$ cat src/rtl/vcap_pkg.sv
package vcap_pkg;

  // Strobes from the control path to the datapath, valid for one cycle
  typedef struct packed {
    logic halt;        // mode deselected: drop line state
    logic fieldStart;  // trailing edge of the vertical pulse
    logic parity;      // parity in force for this cycle
    logic beat;        // emit a write beat this cycle
    logic sof;         // beat is first of the field
    logic sol;         // beat is first of the line
    logic eol;         // beat is last of the line
  } vcapStb_t;

endpackage

$ cat src/rtl/vcapCtrl.sv
module vcapCtrl (
  input  logic               clk,
  input  logic               rstN,
  input  logic               capEn,
  input  logic               polVref,
  input  logic               polField,
  input  logic               polVact,
  input  logic               vrefIn,
  input  logic               fieldIn,
  input  logic               vactIn,
  output vcap_pkg::vcapStb_t stb
);

  // Two sampling stages after the polarity correction; the second stage
  // lets each word see whether the qualifier is still active behind it.
  logic vrefS1, vrefS2;
  logic fieldS1, fieldS2;
  logic vactS1, vactS2;
  logic parityQ;
  logic lineOpen;
  logic sofPending;

  logic vrefFall;
  logic startNow;
  logic beatNow;
  logic eolNow;

  always_ff @(posedge clk or negedge rstN) begin
    if (!rstN) begin
      vrefS1  <= 1'b0;
      vrefS2  <= 1'b0;
      fieldS1 <= 1'b0;
      fieldS2 <= 1'b0;
      vactS1  <= 1'b0;
      vactS2  <= 1'b0;
    end else begin
      vrefS1  <= vrefIn ^ polVref;
      vrefS2  <= vrefS1;
      fieldS1 <= fieldIn ^ polField;
      fieldS2 <= fieldS1;
      vactS1  <= vactIn ^ polVact;
      vactS2  <= vactS1;
    end
  end

  always_comb begin
    vrefFall = vrefS2 & ~vrefS1;
    startNow = capEn & vrefFall;
    beatNow  = capEn & vactS2;
    eolNow   = beatNow & ~vactS1;

    stb.halt       = ~capEn;
    stb.fieldStart = startNow;
    stb.parity     = startNow ? fieldS2 : parityQ;
    stb.beat       = beatNow;
    stb.sof        = beatNow & (sofPending | startNow);
    stb.sol        = beatNow & ~lineOpen;
    stb.eol        = eolNow;
  end

  always_ff @(posedge clk or negedge rstN) begin
    if (!rstN) begin
      parityQ    <= 1'b0;
      lineOpen   <= 1'b0;
      sofPending <= 1'b0;
    end else begin
      if (startNow) begin
        parityQ <= fieldS2;
      end

      if (startNow && !beatNow) begin
        sofPending <= 1'b1;
      end else if (beatNow) begin
        sofPending <= 1'b0;
      end

      if (!capEn) begin
        lineOpen <= 1'b0;
      end else if (beatNow) begin
        lineOpen <= ~eolNow;
      end
    end
  end

  // one trailing edge, one field start
  p_start_once_r2: assert property (@(posedge clk) disable iff (!rstN)
    stb.fieldStart |=> !stb.fieldStart);

endmodule

$ cat src/rtl/vcapData.sv
module vcapData #(
  parameter int unsigned DW       = 16,
  parameter int unsigned AW       = 20,
  parameter int unsigned PXW      = 11,
  parameter int unsigned LNW      = 10,
  parameter bit          ALPHA_EN = 1'b1
) (
  input  logic               clk,
  input  logic               rstN,
  input  logic               polAlpha,
  input  logic [DW-1:0]      dataIn,
  input  logic               alphaIn,
  input  logic [AW-1:0]      fieldBase,
  input  logic [AW-1:0]      linePitch,
  input  vcap_pkg::vcapStb_t stb,
  output logic               wrValid,
  output logic [AW-1:0]      wrAddr,
  output logic [DW-1:0]      wrData,
  output logic               wrAlpha,
  output logic               wrField,
  output logic               wrSof,
  output logic               wrSol,
  output logic               wrEol,
  output logic [PXW+LNW-1:0] statPixels,
  output logic [LNW-1:0]     statLines
);

  localparam int unsigned FCW = PXW + LNW;
  localparam logic [PXW-1:0] PIX_ONE  = PXW'(1);
  localparam logic [LNW-1:0] LINE_ONE = LNW'(1);
  localparam logic [FCW-1:0] CNT_ONE  = FCW'(1);

  logic [DW-1:0] dataS1, dataS2;
  logic          alphaS2;

  // Alpha pipeline only when the key input is present
  generate
    if (ALPHA_EN) begin : g_alpha
      logic alphaS1;
      always_ff @(posedge clk or negedge rstN) begin
        if (!rstN) begin
          alphaS1 <= 1'b0;
          alphaS2 <= 1'b0;
        end else begin
          alphaS1 <= alphaIn ^ polAlpha;
          alphaS2 <= alphaS1;
        end
      end
    end else begin : g_noAlpha
      assign alphaS2 = 1'b0;
    end
  endgenerate

  logic [PXW-1:0] pixIdx;
  logic [LNW-1:0] lineIdx;
  logic [AW-1:0]  lineAddr;
  logic [FCW-1:0] fieldPix;

  logic [PXW-1:0] curPix;
  logic [LNW-1:0] curLine;
  logic [AW-1:0]  curLineAddr;
  logic [FCW-1:0] curFieldPix;

  // A field start in the same cycle as a beat restarts the counters first
  always_comb begin
    curPix      = stb.fieldStart ? '0 : pixIdx;
    curLine     = stb.fieldStart ? '0 : lineIdx;
    curLineAddr = stb.fieldStart ? fieldBase : lineAddr;
    curFieldPix = stb.fieldStart ? '0 : fieldPix;
  end

  always_ff @(posedge clk or negedge rstN) begin
    if (!rstN) begin
      dataS1 <= '0;
      dataS2 <= '0;
    end else begin
      dataS1 <= dataIn;
      dataS2 <= dataS1;
    end
  end

  // Output beat register
  always_ff @(posedge clk or negedge rstN) begin
    if (!rstN) begin
      wrValid <= 1'b0;
      wrAddr  <= '0;
      wrData  <= '0;
      wrAlpha <= 1'b0;
      wrField <= 1'b0;
      wrSof   <= 1'b0;
      wrSol   <= 1'b0;
      wrEol   <= 1'b0;
    end else begin
      wrValid <= stb.beat;
      if (stb.beat) begin
        wrAddr  <= curLineAddr + AW'(curPix);
        wrData  <= dataS2;
        wrAlpha <= alphaS2;
        wrField <= stb.parity;
        wrSof   <= stb.sof;
        wrSol   <= stb.sol;
        wrEol   <= stb.eol;
      end
    end
  end

  // Position counters and line address accumulator
  always_ff @(posedge clk or negedge rstN) begin
    if (!rstN) begin
      pixIdx   <= '0;
      lineIdx  <= '0;
      lineAddr <= '0;
      fieldPix <= '0;
    end else if (stb.halt) begin
      pixIdx <= '0;
    end else if (stb.beat) begin
      fieldPix <= curFieldPix + CNT_ONE;
      if (stb.eol) begin
        pixIdx   <= '0;
        lineIdx  <= curLine + LINE_ONE;
        lineAddr <= curLineAddr + linePitch;
      end else begin
        pixIdx   <= curPix + PIX_ONE;
        lineIdx  <= curLine;
        lineAddr <= curLineAddr;
      end
    end else if (stb.fieldStart) begin
      pixIdx   <= '0;
      lineIdx  <= '0;
      lineAddr <= fieldBase;
      fieldPix <= '0;
    end
  end

  // Per-field status, loaded with the finished field's totals
  always_ff @(posedge clk or negedge rstN) begin
    if (!rstN) begin
      statPixels <= '0;
      statLines  <= '0;
    end else if (stb.fieldStart) begin
      statPixels <= fieldPix;
      statLines  <= lineIdx;
    end
  end

  // an end-of-line beat is never immediately followed by another beat
  p_gap_after_eol_r5: assert property (@(posedge clk) disable iff (!rstN)
    wrValid && wrEol |-> !stb.beat);

  // a line-opening beat finds the pixel counter at zero
  p_sol_at_zero_r7: assert property (@(posedge clk) disable iff (!rstN)
    stb.beat && stb.sol && !stb.fieldStart |-> pixIdx == '0);

  // consecutive beats in one line step the address by one word
  p_addr_step_r7: assert property (@(posedge clk) disable iff (!rstN)
    wrValid && !wrEol && stb.beat && !stb.fieldStart
      |=> wrAddr == $past(wrAddr) + AW'(1));

  // a deselected mode yields no beat
  p_halt_quiet_r6: assert property (@(posedge clk) disable iff (!rstN)
    stb.halt |=> !wrValid);

endmodule

$ cat src/rtl/vcapFront.sv
module vcapFront #(
  parameter int unsigned DW       = 16,
  parameter int unsigned AW       = 20,
  parameter int unsigned PXW      = 11,
  parameter int unsigned LNW      = 10,
  parameter bit          ALPHA_EN = 1'b1
) (
  input  logic               clk,
  input  logic               rstN,
  input  logic               capEn,
  input  logic               polVref,
  input  logic               polField,
  input  logic               polVact,
  input  logic               polAlpha,
  input  logic               vrefIn,
  input  logic               fieldIn,
  input  logic               vactIn,
  input  logic               alphaIn,
  input  logic [DW-1:0]      dataIn,
  input  logic [AW-1:0]      fieldBase,
  input  logic [AW-1:0]      linePitch,
  output logic               wrValid,
  output logic [AW-1:0]      wrAddr,
  output logic [DW-1:0]      wrData,
  output logic               wrAlpha,
  output logic               wrField,
  output logic               wrSof,
  output logic               wrSol,
  output logic               wrEol,
  output logic [PXW+LNW-1:0] statPixels,
  output logic [LNW-1:0]     statLines
);

  vcap_pkg::vcapStb_t stb;

  vcapCtrl u_ctrl (
    .clk      (clk),
    .rstN     (rstN),
    .capEn    (capEn),
    .polVref  (polVref),
    .polField (polField),
    .polVact  (polVact),
    .vrefIn   (vrefIn),
    .fieldIn  (fieldIn),
    .vactIn   (vactIn),
    .stb      (stb)
  );

  vcapData #(
    .DW       (DW),
    .AW       (AW),
    .PXW      (PXW),
    .LNW      (LNW),
    .ALPHA_EN (ALPHA_EN)
  ) u_data (
    .clk        (clk),
    .rstN       (rstN),
    .polAlpha   (polAlpha),
    .dataIn     (dataIn),
    .alphaIn    (alphaIn),
    .fieldBase  (fieldBase),
    .linePitch  (linePitch),
    .stb        (stb),
    .wrValid    (wrValid),
    .wrAddr     (wrAddr),
    .wrData     (wrData),
    .wrAlpha    (wrAlpha),
    .wrField    (wrField),
    .wrSof      (wrSof),
    .wrSol      (wrSol),
    .wrEol      (wrEol),
    .statPixels (statPixels),
    .statLines  (statLines)
  );

endmodule

$ cat config.mk
export PLATFORM = sky130hd
export DESIGN_NAME = vcapFront
export DESIGN_NICKNAME = d
export VERILOG_FILES = /design/src/rtl/vcap_pkg.sv /design/src/rtl/vcapCtrl.sv /design/src/rtl/vcapData.sv /design/src/rtl/vcapFront.sv
export SDC_FILE = /design/constraint.sdc
export NUM_CORES = 1
export LEC_CHECK = 0
export BUFFER_PORTS_ARGS = -buffer_cell sky130_fd_sc_hd__buf_4
export CORE_MARGIN = 2
export CORE_UTILIZATION = 57
export CTS_BUF_LIST = sky130_fd_sc_hd__clkbuf_16
export DETAILED_ROUTE_END_ITERATION = 7
export GPL_TIMING_DRIVEN = 0
export HOLD_SLACK_MARGIN = 0.03
export PLACE_DENSITY = 0.8
export SETUP_SLACK_MARGIN = 0.5
export SKIP_LAST_GASP = 1
export SLEW_MARGIN = 20
export SYNTH_ARGS = -nofsm -noshare
export SYNTH_HDL_FRONTEND = slang
export SYNTH_HIERARCHICAL = 1
export SYNTH_SLANG_ARGS = --single-unit
$ cat constraint.sdc
create_clock -name clk -period 4.3 [get_ports clk]
set_input_delay 0.43 -clock clk [delete_from_list [all_inputs] [get_ports clk]]
set_output_delay 0.43 -clock clk [all_outputs]
set_load 0.005 [all_outputs]
# After elaboration in Yosys (flattened, before gate mapping)
# Cells that the tools add are included.
[totals]
inputBits = 67
out_inout_bits = 73
regBits = 178
n_memories = 0
rom_bits = 0
ramBits = 0
latch_bits = 0
wordCells = 68
[classes]
addsub = 5
shift = 0
multipliers = 0
mux = 17
n_lt_le_gt_ge = 0
bitwise = 15
div = 0
reduce_logical = 3
eq_ne = 1
[ops]
columns = ["cell", "n"]
rows = [
  ["$mux 20", 3],
  ["$mux 11", 4],
  ["$mux 21", 2],
  ["$mux 10", 3],
  ["$add 21x1->21 const B", 1],
  ["$add 20x11->20", 1],
  ["$add 20x20->20", 1],
  ["$add 11x1->11 const B", 1],
  ["$add 10x1->10 const B", 1],
  ["$and 1x1->1", 6],
  ["$mux 1", 5],
  ["$not 1->1", 4],
  ["$xor 1x1->1", 4],
  ["$ne 2x1->1 const B", 1],
  ["$reduce_bool 2->1", 1],
  ["$logic_and 1x1->1", 1],
  ["$logic_not 1->1", 1],
  ["$or 1x1->1", 1],
]

# Depth between registers and ports, before layout
# Gate-level depths: netlist (run 1).
[logic_depth]
ltp_word = 8
mapped_depth = 16

# Hierarchy
# Netlist (run 1), hierarchy kept.
[by_module_without_submodules]
columns = ["module", "area_each_um2", "cells_each", "instances"]
rows = [
  ["vcapData", 8424.3, 768, 1],
  ["vcapCtrl", 356.6, 28, 1],
]

# Worst setup path before layout (run 1)
# OpenSTA, ideal clock, no wires.
[synth_path]
kind = "reg-to-reg"
startpoint = "register u_ctrl.vrefS1"
endpoint = "register u_data.wrAddr[14]"
slack_ns = 0.561
arrival_ns = 3.614
n_path_buf = 4
setup_ns = 0.125
period_less_slack_ns = 3.739
path_stages_with_launch = 16
cell_sequence = "dfrtp_1 > and3b_4 > buf_4 > buf_6 > buf_2 > buf_2 > mux2_2 > ha_1 > fa_1 > a211oi_1 > o21ai_1 > a21oi_1 > o31ai_1 > o21ai_0 > xnor2_1 > mux2_2"
[synth_via]
elab_chain_len = 5
elab_cells_between_ends = 6
classes_between = "add/sub: 1; mux: 2; bitwise: 3"
[synth_lines]
columns = ["item", "line_no", "rtl"]
rows = [
  ["from (decl)", "vcapCtrl.sv:16", "logic vrefS1, vrefS2;"],
  ["from (signal assigned)", "vcapCtrl.sv:37", "vrefS1 <= vrefIn ^ polVref;"],
  ["$not 1->1 (*)", "vcapCtrl.sv:47", "vrefFall = vrefS2 & ~vrefS1;"],
  ["$and 1x1->1 (*)", "vcapCtrl.sv:47", ""],
  ["$and 1x1->1 (*)", "vcapCtrl.sv:48", "startNow = capEn & vrefFall;"],
  ["via u_ctrl.startNow", "vcapCtrl.sv:24", "logic startNow;"],
  ["$mux 20 or $mux 11 (tied branches)", "--", ""],
  ["$add 20x11->20 (*)", "vcapData.sv:96", "wrAddr <= curLineAddr + AW'(curPix);"],
  ["to (signal assigned)", "vcapData.sv:96", ""],
  ["to (decl)", "vcapData.sv:17", "output logic [AW-1:0] wrAddr,"],
]
# Mark *: on every way through the listed nets, which the timed path passes. The rest lies on a longest branch.
# A chain may end at the register's enable or synchronous reset.

# Worst setup path in the final report (run 1)
[layout_path]
startpoint = "register u_ctrl.vrefS1"
endpoint = "register u_data.wrAddr[17]"
# Same word-level chain as after synthesis.

==> summary.md, run 1 <==
| Metric | Value |
|---|---|
| Status | finished, final reports clean |
| Reg power frac | 39.8% |
| Initial drt markers | 513 |
| Cells along the critical path | and3b_4 -> buf_8 -> buf_12 -> buf_12 -> buf_12 -> mux2_2 -> ha_1 -> o21ai_1 -> o211a_1 -> o31ai_4 -> nor3_4 -> nor4_4 -> xnor2_1 -> mux2_2 |
| Synth top cells by count | 178 x dfrtp_1, 81 x nand2_1, 75 x mux2_2 |
| CP Capture Type | register |
| Rel. slew slack | 51.3% |
| Yosys top cell area share | 50.7% |
| WL met2 | 10.4 mm |
| Comb power frac | 28.4% |
| Worst path depth | 14 |
| # diodes | 0 |
| Crit path time final | 3.69 ns |
| Post-synth top area cell | dfrtp_1 |
| Met1 Routed Length | 9.19 mm |
| Final wirelength | 21.1 mm |
| Post-route ant nets | 0 |
| Final setup vio count | 0 |
| Area grow syn2layout | 26.4% |
| Worst Reg2Reg Path Length in Cells | 14 |
| Overflow after GRT | 0 |
| Dpl cell area | 0.0101 mm² |
| Peak Freq | 271 MHz |
| Post-synth EDFFs | 0 |
| Syn nets | 898 |
| Leakage | 5.15 nW |
| Min-Delay Path Class | in -> reg |
| RSZ-0062 raised after global routing | false |
| Maxcap violations | 0 |
| Internal Dissipation | 0.00350 W |
| Max VDD drop | 306 µV |
| Hold path cells | 1 |
| Routed len/inst | 18.0 µm |
| Worst Max-Slew Pin Slew | 0.731 ns |
| Net Sw Frac | 31.2% |
| Num rows | 45 |
| Layout cell share with drive strength beyond 1 | 31.9% |
| Initial antenna violation count | 0 |
| Pre-CTS WS | -0.297 ns |
| Fraction of the yosys area taken by sequential cells | 50.7% |
| Reg-to-reg slack, setup | 0.61 ns |
| Mapped Cells | 796 |
| Gpl congestion | 0.882 |
| Final number of hold-violating endpoints | 0 |
| CP arrival | 4.01 ns |
| DR DRC count | 0 |
| DP HPWL | 14.7 mm |
| Clk_lat worst skew | 0.43 ns |
| Slowest stage delay, CP | 0.40 ns |
| CTS clock-pin slew for the worst setup and hold paths | 0.07 ns |
| Die Wd | 128 µm |
| Cell family with most CP delay | simple AND/OR/NAND/NOR gates |
| First-pass GRT wire length | 33.8 mm |
| Yosys cell types | 68 |
| Top sig layer | met4 |
| # IOs | 140 |
| GR Util All Layers | 26.5% |
| Dpl cells | 1124 |
| WP data required | 4.62 ns |
| Ys Warns | 6 |
| Pin count of the biggest net entering global routing | 94 |
| Number of CTS-inserted buffers | 17 |
| Core area | 0.0151 mm² |
| Clock buffer depth | 2 |
| Most frequent CP cell | buf_12 |
| Nets | 1072 |
| Final Max Tran Viols | 0 |
| Period Utilization, post-route | 85.8% |
| Top FF cell, synth | dfrtp_1 |
| Root Buffer | clkbuf_16 |
| Chip height | 128 µm |
| Worst Skew | 0.00795 ns |
| Setup_tns | 0 ns |
| Cell Area, Synth | 0.00878 mm² |
| #FFs+latches synth | 178 |
| Post-Syn Area per Cell | 11.0 µm² |
| TritonCTS clock tree | built |
| Drt pass-1 iters | 5 |
| Worst Path Buf+Inv | 4 |
| Design Area, Final | 0.0111 mm² |
| Vias in the first global route | 6603 |
| Power Density | 459 mW/mm² |
| Startpoint Class | register |
| Clock Power Share | 31.8% |
| Critical path's slowest cell | dfrtp_1 |
| Switching Power | 0.00159 W |
| Most frequent cell after synthesis | dfrtp_1 |
| Initial core utilization | 58.0% |
| Htree depth | 4 |
| Wire length on met3 | 996 µm |
| Vias post-DR | 6712 |
| CP Max Fanout | 10 |
| Worst setup margin | 0.608 ns |
| Buffers on Ports | 139 |
| Total Die Area | 0.0164 mm² |
| Critical Setup Path Class | reg -> reg |
| Ys async rst share | 100% |
| CTS sink cnt | 178 |
| Area contributors post-synth | dfrtp_1 51%, mux2_2 9.6%, ha_1 4.7% |
| Vias per cell | 5.73 |
| Final std cells w/o fill | 1171 |
[what timing repair did]
action	4_1_cts	5_1_grt
gates resized for setup	38	24
pin swaps	10	12
hold buffers	1	0
buffers inserted	5	9
endpoints found under the setup margin	23	19
endpoints found under the hold margin	85	0
[state kept, by name, indices dropped and copies added, names as in the netlist, 10 cells and up]
register / cells
u_data/dataS1: 16
u_data/dataS2: 16
u_data/fieldPix: 21
u_data/lineAddr: 20
u_data/lineIdx: 10
u_data/pixIdx: 11
u_data/statLines: 10
u_data/statPixels: 21
u_data/wrAddr: 20
u_data/wrData: 16
[per-layer routing]
metal	GRT usage [%]	vias up
li1	-	3165
met1	35.1	3284
met2	43.5	227
met3	5.22	36
met4	10.0	0
met5	0	-
[final timing paths]
check / start / endpoint
worst max-delay path: u_ctrl/vrefS1$_DFF_PN0_ / u_data/wrAddr[17]$_DFFE_PN0P_
worst min-delay path: dataIn[6] / u_data/dataS1[6]$_DFF_PN0_
max in group asynchronous: rstN / u_data/wrAddr[7]$_DFFE_PN0P_
worst max register to register: u_ctrl/vrefS1$_DFF_PN0_ / u_data/wrAddr[17]$_DFFE_PN0P_
min in group asynchronous: rstN / u_data/wrData[5]$_DFFE_PN0P_
worst min register to register: u_data/dataS1[5]$_DFF_PN0_ / u_data/dataS2[5]$_DFF_PN0_
[power groups by stage]
| stage | Sequential, W | Combinational [W] | Clock, W |
|---|---|---|---|
| 6_report | 0.00203 | 0.00144 | 0.00162 |
| 5_1_grt | 0.00205 | 0.00158 | 0.00172 |
| 3_5_place_dp | 0.00205 | 0.00132 | 0 |
| 3_3_place_gp | 0.00204 | 0.00129 | 0 |
| 2_1_floorplan | 0.00203 | 0.000830 | 0 |
| 4_1_cts | 0.00203 | 0.00139 | 0.00165 |
[per-stage QoR]
stage                     hold slack (ns)  power (W)  util [%]
final                              0.0983    0.00510      73.3
after global routing               0.0754    0.00535      73.3
after CTS                          0.0776    0.00507      72.2
after detailed placement            0.335    0.00337      66.7
after global placement              0.332    0.00333      66.4
after floorplan                     0.134    0.00286         -
[layout by cell type, fill, tap and decap left out, types with 11 or more instances in the layout]
| cell | netlist | routed |
|---|---|---|
| a21o_1 | 14 | 14 |
| a21oi_1 | 27 | 23 |
| buf_4 | 3 | 154 |
| clkbuf_1 | 17 | 15 |
| clkbuf_16 | 0 | 17 |
| dfrtp_1 | 178 | 178 |
| ha_1 | 33 | 30 |
| inv_1 | 21 | 21 |
| mux2_2 | 75 | 72 |
| mux2i_1 | 12 | 11 |
| nand2_1 | 81 | 81 |
| nand3_1 | 21 | 20 |
| nor2_1 | 55 | 55 |
| nor2b_1 | 18 | 16 |
| o21a_1 | 11 | 11 |
| o21ai_0 | 35 | 32 |
| xnor2_1 | 29 | 29 |
| xor2_1 | 33 | 33 |
[layout make-up]
cell class,instances,area (µm²)
flip-flops and latches,178,4450
multi-input cells,563,4270
fillers,1069,4050
repair buffers,155,1190
clock buffers,17,425
plain buffers,33,235
well taps,188,235
clock inverters,15,204
inverters,22,82.6
[worst register-to-register path, cell delays in order (launching register included)]
cell	delay [ns]
dfrtp_1	0.40
and3b_4	0.34
buf_8	0.11
buf_12	0.12
buf_12	0.15
buf_12	0.15
mux2_2	0.40
ha_1	0.35
o21ai_1	0.11
o211a_1	0.28
o31ai_4	0.35
nor3_4	0.11
nor4_4	0.32
xnor2_1	0.12
mux2_2	0.28
[cell families after synthesis]
group	share of synthesized area (%)
AND/OR/NAND/NOR	12.8
buffers and inverters	2.76
adder cells (fa/ha/maj)	5.16
flip-flops	50.7
multiplexers	11.2
XOR/XNOR	6.18
AO/OA/AOI/OAI	11.2
No activity file was read; power rests on OpenSTA's default activity.
==> inputs of run 2 (changes only) <==
--- a/config.mk
+++ b/config.mk
@@ -7,12 +7,12 @@
 export LEC_CHECK = 0
 export BUFFER_PORTS_ARGS = -buffer_cell sky130_fd_sc_hd__buf_4
 export CORE_MARGIN = 2
-export CORE_UTILIZATION = 57
+export CORE_UTILIZATION = 35
 export CTS_BUF_LIST = sky130_fd_sc_hd__clkbuf_16
 export DETAILED_ROUTE_END_ITERATION = 7
 export GPL_TIMING_DRIVEN = 0
 export HOLD_SLACK_MARGIN = 0.03
-export PLACE_DENSITY = 0.8
+export PLACE_DENSITY = 0.66
 export SETUP_SLACK_MARGIN = 0.5
 export SKIP_LAST_GASP = 1
 export SLEW_MARGIN = 20
==> run 2 against run 1 <==
  * Routed wire length increased by 2.5%
  * Worst hold slack improved by 0.0016 ns
  * Count of clock-buffer cells in the layout unchanged
  * Non-clock buffer count decreased by 9
  * Core utilization decreased by 28 points
  * Fmax increased by 0.46%
  * Global-route usage decreased by 9.7 points
  * Final cell count increased by 11%
  * Power decreased by 3.0%
  * Worst setup slack improved by 0.017 ns
  * Clock power decreased by 8%
  * Critical path depth unchanged
  * Critical endpoint is now u_data/lineAddr[19]$_DFFE_PN0N_
  * Highest routed layer unchanged
==> summary.md, run 2 (synthesized netlist as in run 1, its figures left out) <==
| Metric | Value |
|---|---|
| Cell family with most CP delay | compound AO/OA/AOI/OAI gates |
| Cells along the critical path | and3b_4 -> buf_8 -> buf_8 -> buf_12 -> buf_12 -> mux2_2 -> ha_1 -> nand2_1 -> o31ai_4 -> o211ai_1 -> and3_1 -> a311oi_2 -> xnor2_1 -> o21ai_0 |
| Min-Delay Path Class | in -> reg |
| Multi-input gate area | 0.00426 mm² |
| Worst Reg2Reg Path Length in Cells | 14 |
| Number of CTS-inserted buffers | 17 |
| CP Max Fanout | 10 |
| Chip height | 162 µm |
| Dpl cells | 1261 |
| Vias in the first global route | 6319 |
| Area grow syn2layout | 26.9% |
| Critical Setup Path Class | reg -> reg |
| CTS clock-pin slew for the worst setup and hold paths | 0.07 ns |
| Final setup vio count | 0 |
| Overflow after GRT | 0 |
| DR DRC count | 0 |
| Initial antenna violation count | 0 |
| RSZ-0062 raised after global routing | true |
| First-pass GRT wire length | 34.3 mm |
| Clock Power Share | 30.1% |
| # IOs | 140 |
| Vias post-DR | 6493 |
| Num rows | 57 |
| Buffers on Ports | 139 |
| Net Sw Frac | 32.0% |
| Max VDD drop | 276 µV |
| Worst Max-Slew Pin Slew | 0.723 ns |
| Pin count of the biggest net entering global routing | 85 |
| Hold Crit Endpoint | u_data/dataS1[0]$_DFF_PN0_ |
| CTS sink cnt | 178 |
| Switching Power | 0.00158 W |
| Nets | 1063 |
| Internal Dissipation | 0.00336 W |
| TritonCTS clock tree | built |
| Storage cell area | 0.00445 mm² |
| Clock buffer depth | 2 |
| Htree depth | 4 |
| DP HPWL | 16.2 mm |
| Status | finished, final reports clean |
| Reg2Reg Capture Point | u_data/lineAddr[19]$_DFFE_PN0N_ |
| CP arrival | 3.96 ns |
| Total Die Area | 0.0264 mm² |
| Clk_lat worst skew | 0.43 ns |
| Core area | 0.0245 mm² |
| Comb power frac | 28.9% |
| Final wirelength | 21.6 mm |
| Startpoint Class | register |
| Die Wd | 162 µm |
| Crit path time final | 3.67 ns |
| Fin Hold WS | 0.0999 ns |
| WP data required | 4.58 ns |
| Worst Skew | 0.0102 ns |
| Slowest stage delay, CP | 0.39 ns |
| Hold path cells | 1 |
| Vias per cell | 5.00 |
| Final number of hold-violating endpoints | 0 |
| Most frequent cells in the layout | 178 x dfrtp_1, 144 x buf_4, 81 x nand2_1 |
| Biggest regs | u_data/fieldPix (21), u_data/statPixels (21) |
| Maxcap violations | 0 |
| Final std cells w/o fill | 1298 |
| Leakage | 5.08 nW |
| Reg-to-reg slack, setup | 0.63 ns |
| Reg power frac | 41.0% |
| Layout cell share with drive strength beyond 1 | 31.1% |
| # diodes | 0 |
| Post-route ant nets | 0 |
| GR Util All Layers | 16.7% |
| Initial core utilization | 35.9% |
| Peak Freq | 272 MHz |
| Rel. slew slack | 51.3% |
| Initial drt markers | 380 |
| Gpl congestion | 0.864 |
| Worst Path Buf+Inv | 4 |
| Commonest non-fill, non-tap cell in the layout | dfrtp_1 |
| Power Density | 444 mW/mm² |
| Routed len/inst | 16.6 µm |
| Hold Startpoint | dataIn[0] |
| Root Buffer | clkbuf_16 |
| FF-to-FF Start | u_ctrl/vrefS1$_DFF_PN0_ |
| Critical path's slowest cell | dfrtp_1 |
| Final Max Tran Viols | 0 |
| FILL cells | 2349 |
| Fin util | 45.6% |
| Period Utilization, post-route | 85.5% |
| Drt pass-1 iters | 5 |
| CP Capture Type | register |
-- run 2: routing by layer --
| layer | track usage, % | wire length [µm] | vias to the layer above |
|---|---|---|---|
| li1 | - | - | 3142 |
| met1 | 23.2 | 9950 | 3201 |
| met2 | 27.4 | 10500 | 135 |
| met3 | 2.88 | 929 | 15 |
| met4 | 4.18 | 255 | 0 |
| met5 | 0 | 0 | - |
-- run 2: cell type report --
cell class	count	area share, %
buffer	33	2.07
timing repair buffer	146	10.3
tap	324	3.64
clock inverter	15	1.27
sequential	178	40.0
clock buffer	17	3.82
inverter	22	0.741
multi-input combinational	563	38.2
-- run 2: stage by stage --
stage | total power (W) | setup slack [ns] | TNS, ns | cell area [µm²]
after floorplan | 0.00286 | 0.561 | 0 | 8780
after global placement | 0.00336 | -0.266 | -0.946 | 10200
after detailed placement | 0.00340 | -0.363 | -1.52 | 10300
after CTS | 0.00495 | 0.485 | 0 | 11000
after global routing | 0.00523 | 0.476 | 0 | 11100
final | 0.00494 | 0.626 | 0 | 11100
-- run 2: how the worst max path moves through the flow --
stage,from,slack (ns),endpoint,depth (start not counted)
after floorplan,u_ctrl/vrefS1$_DFF_PN0_,0.56,u_data/wrAddr[14]$_DFFE_PN0P_,15
after global placement,capEn,-0.27,u_data/wrAddr[18]$_DFFE_PN0P_,16
after detailed placement,capEn,-0.36,u_data/wrAddr[18]$_DFFE_PN0P_,16
after CTS,u_ctrl/vrefS1$_DFF_PN0_,0.49,u_data/lineAddr[18]$_DFFE_PN0N_,16
after global routing,u_ctrl/vrefS1$_DFF_PN0_,0.48,u_data/lineAddr[19]$_DFFE_PN0N_,14
final,u_ctrl/vrefS1$_DFF_PN0_,0.63,u_data/lineAddr[19]$_DFFE_PN0N_,14
-- run 2: timing repair --
action                     CTS  global route
cloned                       0             0
setup endpoints to repair   23            17
gates resized for setup     35            27
hold buffers                 1             0
hold endpoints to repair    24             0
setup buffers                1             3
pin swaps                    5            18
-- run 2: power by group through the flow --
stage | registers, W | clock network, W | logic [W]
floorplan | 0.00203 | 0 | 0.000830
detailed placement | 0.00206 | 0 | 0.00135
global route | 0.00205 | 0.00161 | 0.00157
global placement | 0.00205 | 0 | 0.00131
finish | 0.00203 | 0.00149 | 0.00143
CTS | 0.00203 | 0.00153 | 0.00139
==> inputs of run 3 (changes only) <==
--- a/config.mk
+++ b/config.mk
@@ -6,6 +6,7 @@
 export NUM_CORES = 1
 export LEC_CHECK = 0
 export BUFFER_PORTS_ARGS = -buffer_cell sky130_fd_sc_hd__buf_4
+export CORE_ASPECT_RATIO = 0.75
 export CORE_MARGIN = 2
 export CORE_UTILIZATION = 35
 export CTS_BUF_LIST = sky130_fd_sc_hd__clkbuf_16
==> constraint.sdc (replaced) <==
create_clock -name clk -period 4.1 [get_ports clk]
set_input_delay 0.41 -clock clk [delete_from_list [all_inputs] [get_ports clk]]
set_output_delay 0.41 -clock clk [all_outputs]
set_load 0.005 [all_outputs]
==> run 3 against run 2 <==
  * Count of clock-buffer cells in the layout unchanged
  * Register-to-register slack got worse by 0.07 ns
  * Non-clock buffer count increased by 21
  * Critical path depth increased by 1
  * Routed wire length increased by 9.0%
  * Critical path type unchanged
  * Critical endpoint is now u_data/wrAddr[16]$_DFFE_PN0P_
==> summary.md, run 3 (synthesized netlist as in run 1, its figures left out) <==
| Metric | Value |
|---|---|
| CP Max Fanout | 7 |
| Root Buffer | clkbuf_16 |
| Dpl cells | 1274 |
| Htree depth | 4 |
| Critical Setup Path Class | reg -> reg |
| WL met2 | 9.96 mm |
| Buffers on Ports | 139 |
| Gpl congestion | 0.902 |
| Die Wd | 187 µm |
| Commonest non-fill, non-tap cell in the layout | dfrtp_1 |
| Total Die Area | 0.0264 mm² |
| Worst Skew | 0.00891 ns |
| CP Capture Type | register |
| Final setup vio count | 0 |
| Rel. slew slack | 47.9% |
| Initial core utilization | 35.4% |
| Pin count of the biggest net entering global routing | 92 |
| Startpoint Class | register |
| Drt pass-1 iters | 4 |
| Status | finished, final reports clean |
| Top sig layer | met4 |
| Layout cell share with drive strength beyond 1 | 34.9% |
| Nets | 1084 |
| Clock buffer depth | 2 |
| Final number of hold-violating endpoints | 0 |
| Routed len/inst | 17.7 µm |
| Worst Max-Slew Pin Slew | 0.782 ns |
| Worst setup margin | 0.560 ns |
| Final std cells w/o fill | 1332 |
| Final wirelength | 23.5 mm |
| DP HPWL | 16.3 mm |
| Initial drt markers | 568 |
| Vias post-DR | 6715 |
| Critical path's slowest cell | dfrtp_1 |
| Min-Delay Path Class | in -> reg |
| FILL cells | 2302 |
| Comb power frac | 31.5% |
| Chip height | 141 µm |
| Most frequent cells in the layout | 178 x dfrtp_1, 163 x buf_4, 81 x nand2_1 |
| CTS sink cnt | 178 |
| Final Max Tran Viols | 0 |
| Slowest stage delay, CP | 0.38 ns |
| Net Sw Frac | 31.7% |
| Clock Power Share | 28.6% |
| Internal Dissipation | 0.00365 W |
| Peak Freq | 282 MHz |
| RSZ-0062 raised after global routing | true |
| Biggest regs | u_data/fieldPix (21), u_data/statPixels (21) |
| Met1 Routed Length | 11.5 mm |
| Worst Reg2Reg Path Length in Cells | 15 |
| Leakage | 5.24 nW |
| Vias in the first global route | 6695 |
| TritonCTS clock tree | built |
| Area grow syn2layout | 32.3% |
| Vias per cell | 5.04 |
| CTS clock-pin slew for the worst setup and hold paths | 0.07 ns |
| Reg power frac | 39.8% |
| Overflow after GRT | 0 |
| # IOs | 140 |
| Num rows | 50 |
| Clk_lat worst skew | 0.43 ns |
| Maxcap violations | 0 |
| Wire length on met3 | 1.67 mm |
| DR DRC count | 0 |
| Pre-CTS WS | -0.403 ns |
| Initial antenna violation count | 1 |
| Most frequent CP cell | buf_12 |
| Hold path cells | 1 |
| Period Utilization, post-route | 86.3% |
| Cells along the critical path | and3b_4 -> buf_8 -> buf_12 -> buf_12 -> buf_12 -> mux2_4 -> ha_4 -> fa_2 -> a211oi_4 -> o21ai_2 -> a21oi_2 -> o31ai_4 -> o21bai_1 -> xnor2_1 -> mux2_2 |
| WP data required | 4.42 ns |
| Switching Power | 0.00170 W |
| Post-route ant nets | 0 |
| Fin Hold WS | 0.0795 ns |
| Crit path time final | 3.54 ns |
| # diodes | 0 |
| First-pass GRT wire length | 37.0 mm |
| Number of CTS-inserted buffers | 17 |
| Core area | 0.0248 mm² |
| GR Util All Layers | 18.1% |
| Max VDD drop | 309 µV |
| CP arrival | 3.86 ns |
| Power Density | 461 mW/mm² |
run 3: cell types whose count changed in the layout (fill, tap and decap cells not counted), sizes merged:
cell,before,now
inv,29,25
clkinv,7,5
bufbuf,0,1
bufinv,0,1
clkinvlp,1,5
buf,161,181
run 3: what timing repair did:
action                                  CTS  global route
hold buffers                              1             0
pin swaps                                16            22
resized for setup                        58            49
cloned                                    1             1
endpoints found under the setup margin   32            18
setup buffers                            10            14
endpoints found under the hold margin    71             0
run 3: critical path, delay by kind of cell (launching register included):
kind                     cells  cell delay [ns]
AND/OR/NAND/NOR              1             0.32
adder cells (fa/ha/maj)      2             0.55
AO/OA/AOI/OAI                5             0.98
multiplexers                 2             0.60
flip-flops                   1             0.38
buffers and inverters        4             0.49
XOR/XNOR                     1             0.08
run 3: cell type report:
cell class	count	area (µm²)	area share, %
multi-input combinational	563	4530	39.0
sequential	178	4450	38.4
timing repair buffer	167	1340	11.5
clock buffer	17	425	3.66
tap	338	423	3.64
buffer	33	240	2.07
clock inverter	14	118	1.01
inverter	22	82.6	0.711
run 3: stage by stage:
stage | setup TNS, ns | power (W) | util (%) | cell area [µm²]
after floorplan | 0 | 0.00300 | - | 8790
after global placement | -3.55 | 0.00355 | 41.4 | 10300
after detailed placement | -4.33 | 0.00358 | 41.5 | 10300
after CTS | 0 | 0.00528 | 45.3 | 11200
after global routing | 0 | 0.00566 | 46.9 | 11600
final | 0 | 0.00535 | 46.9 | 11600
run 3: final timing paths:
path                                              from                              end  slack (ns)
max reg2reg                    u_ctrl/vrefS1$_DFF_PN0_    u_data/wrAddr[16]$_DFFE_PN0P_        0.56
min reg2reg                u_data/dataS1[15]$_DFF_PN0_      u_data/dataS2[15]$_DFF_PN0_        0.35
min                                         dataIn[13]      u_data/dataS1[13]$_DFF_PN0_        0.08
min in group asynchronous                         rstN       u_data/dataS1[7]$_DFF_PN0_        0.57
max                            u_ctrl/vrefS1$_DFF_PN0_    u_data/wrAddr[16]$_DFFE_PN0P_        0.56
max in group asynchronous                         rstN  u_data/lineAddr[16]$_DFFE_PN0N_        2.65
run 3: power by group through the flow:
stage,Sequential (W),Combinational (W),Clock [W]
after floorplan,0.00213,0.000872,0
after global placement,0.00215,0.00140,0
after detailed placement,0.00216,0.00143,0
after CTS,0.00213,0.00155,0.00159
after global routing,0.00216,0.00185,0.00165
final,0.00213,0.00169,0.00153
run 3: per-layer routing:
metal | vias to the layer above | track usage (%)
met2 | 204 | 26.0
met3 | 32 | 5.63
met1 | 3299 | 25.8
li1 | 3180 | -
met5 | - | 0
met4 | 0 | 5.60
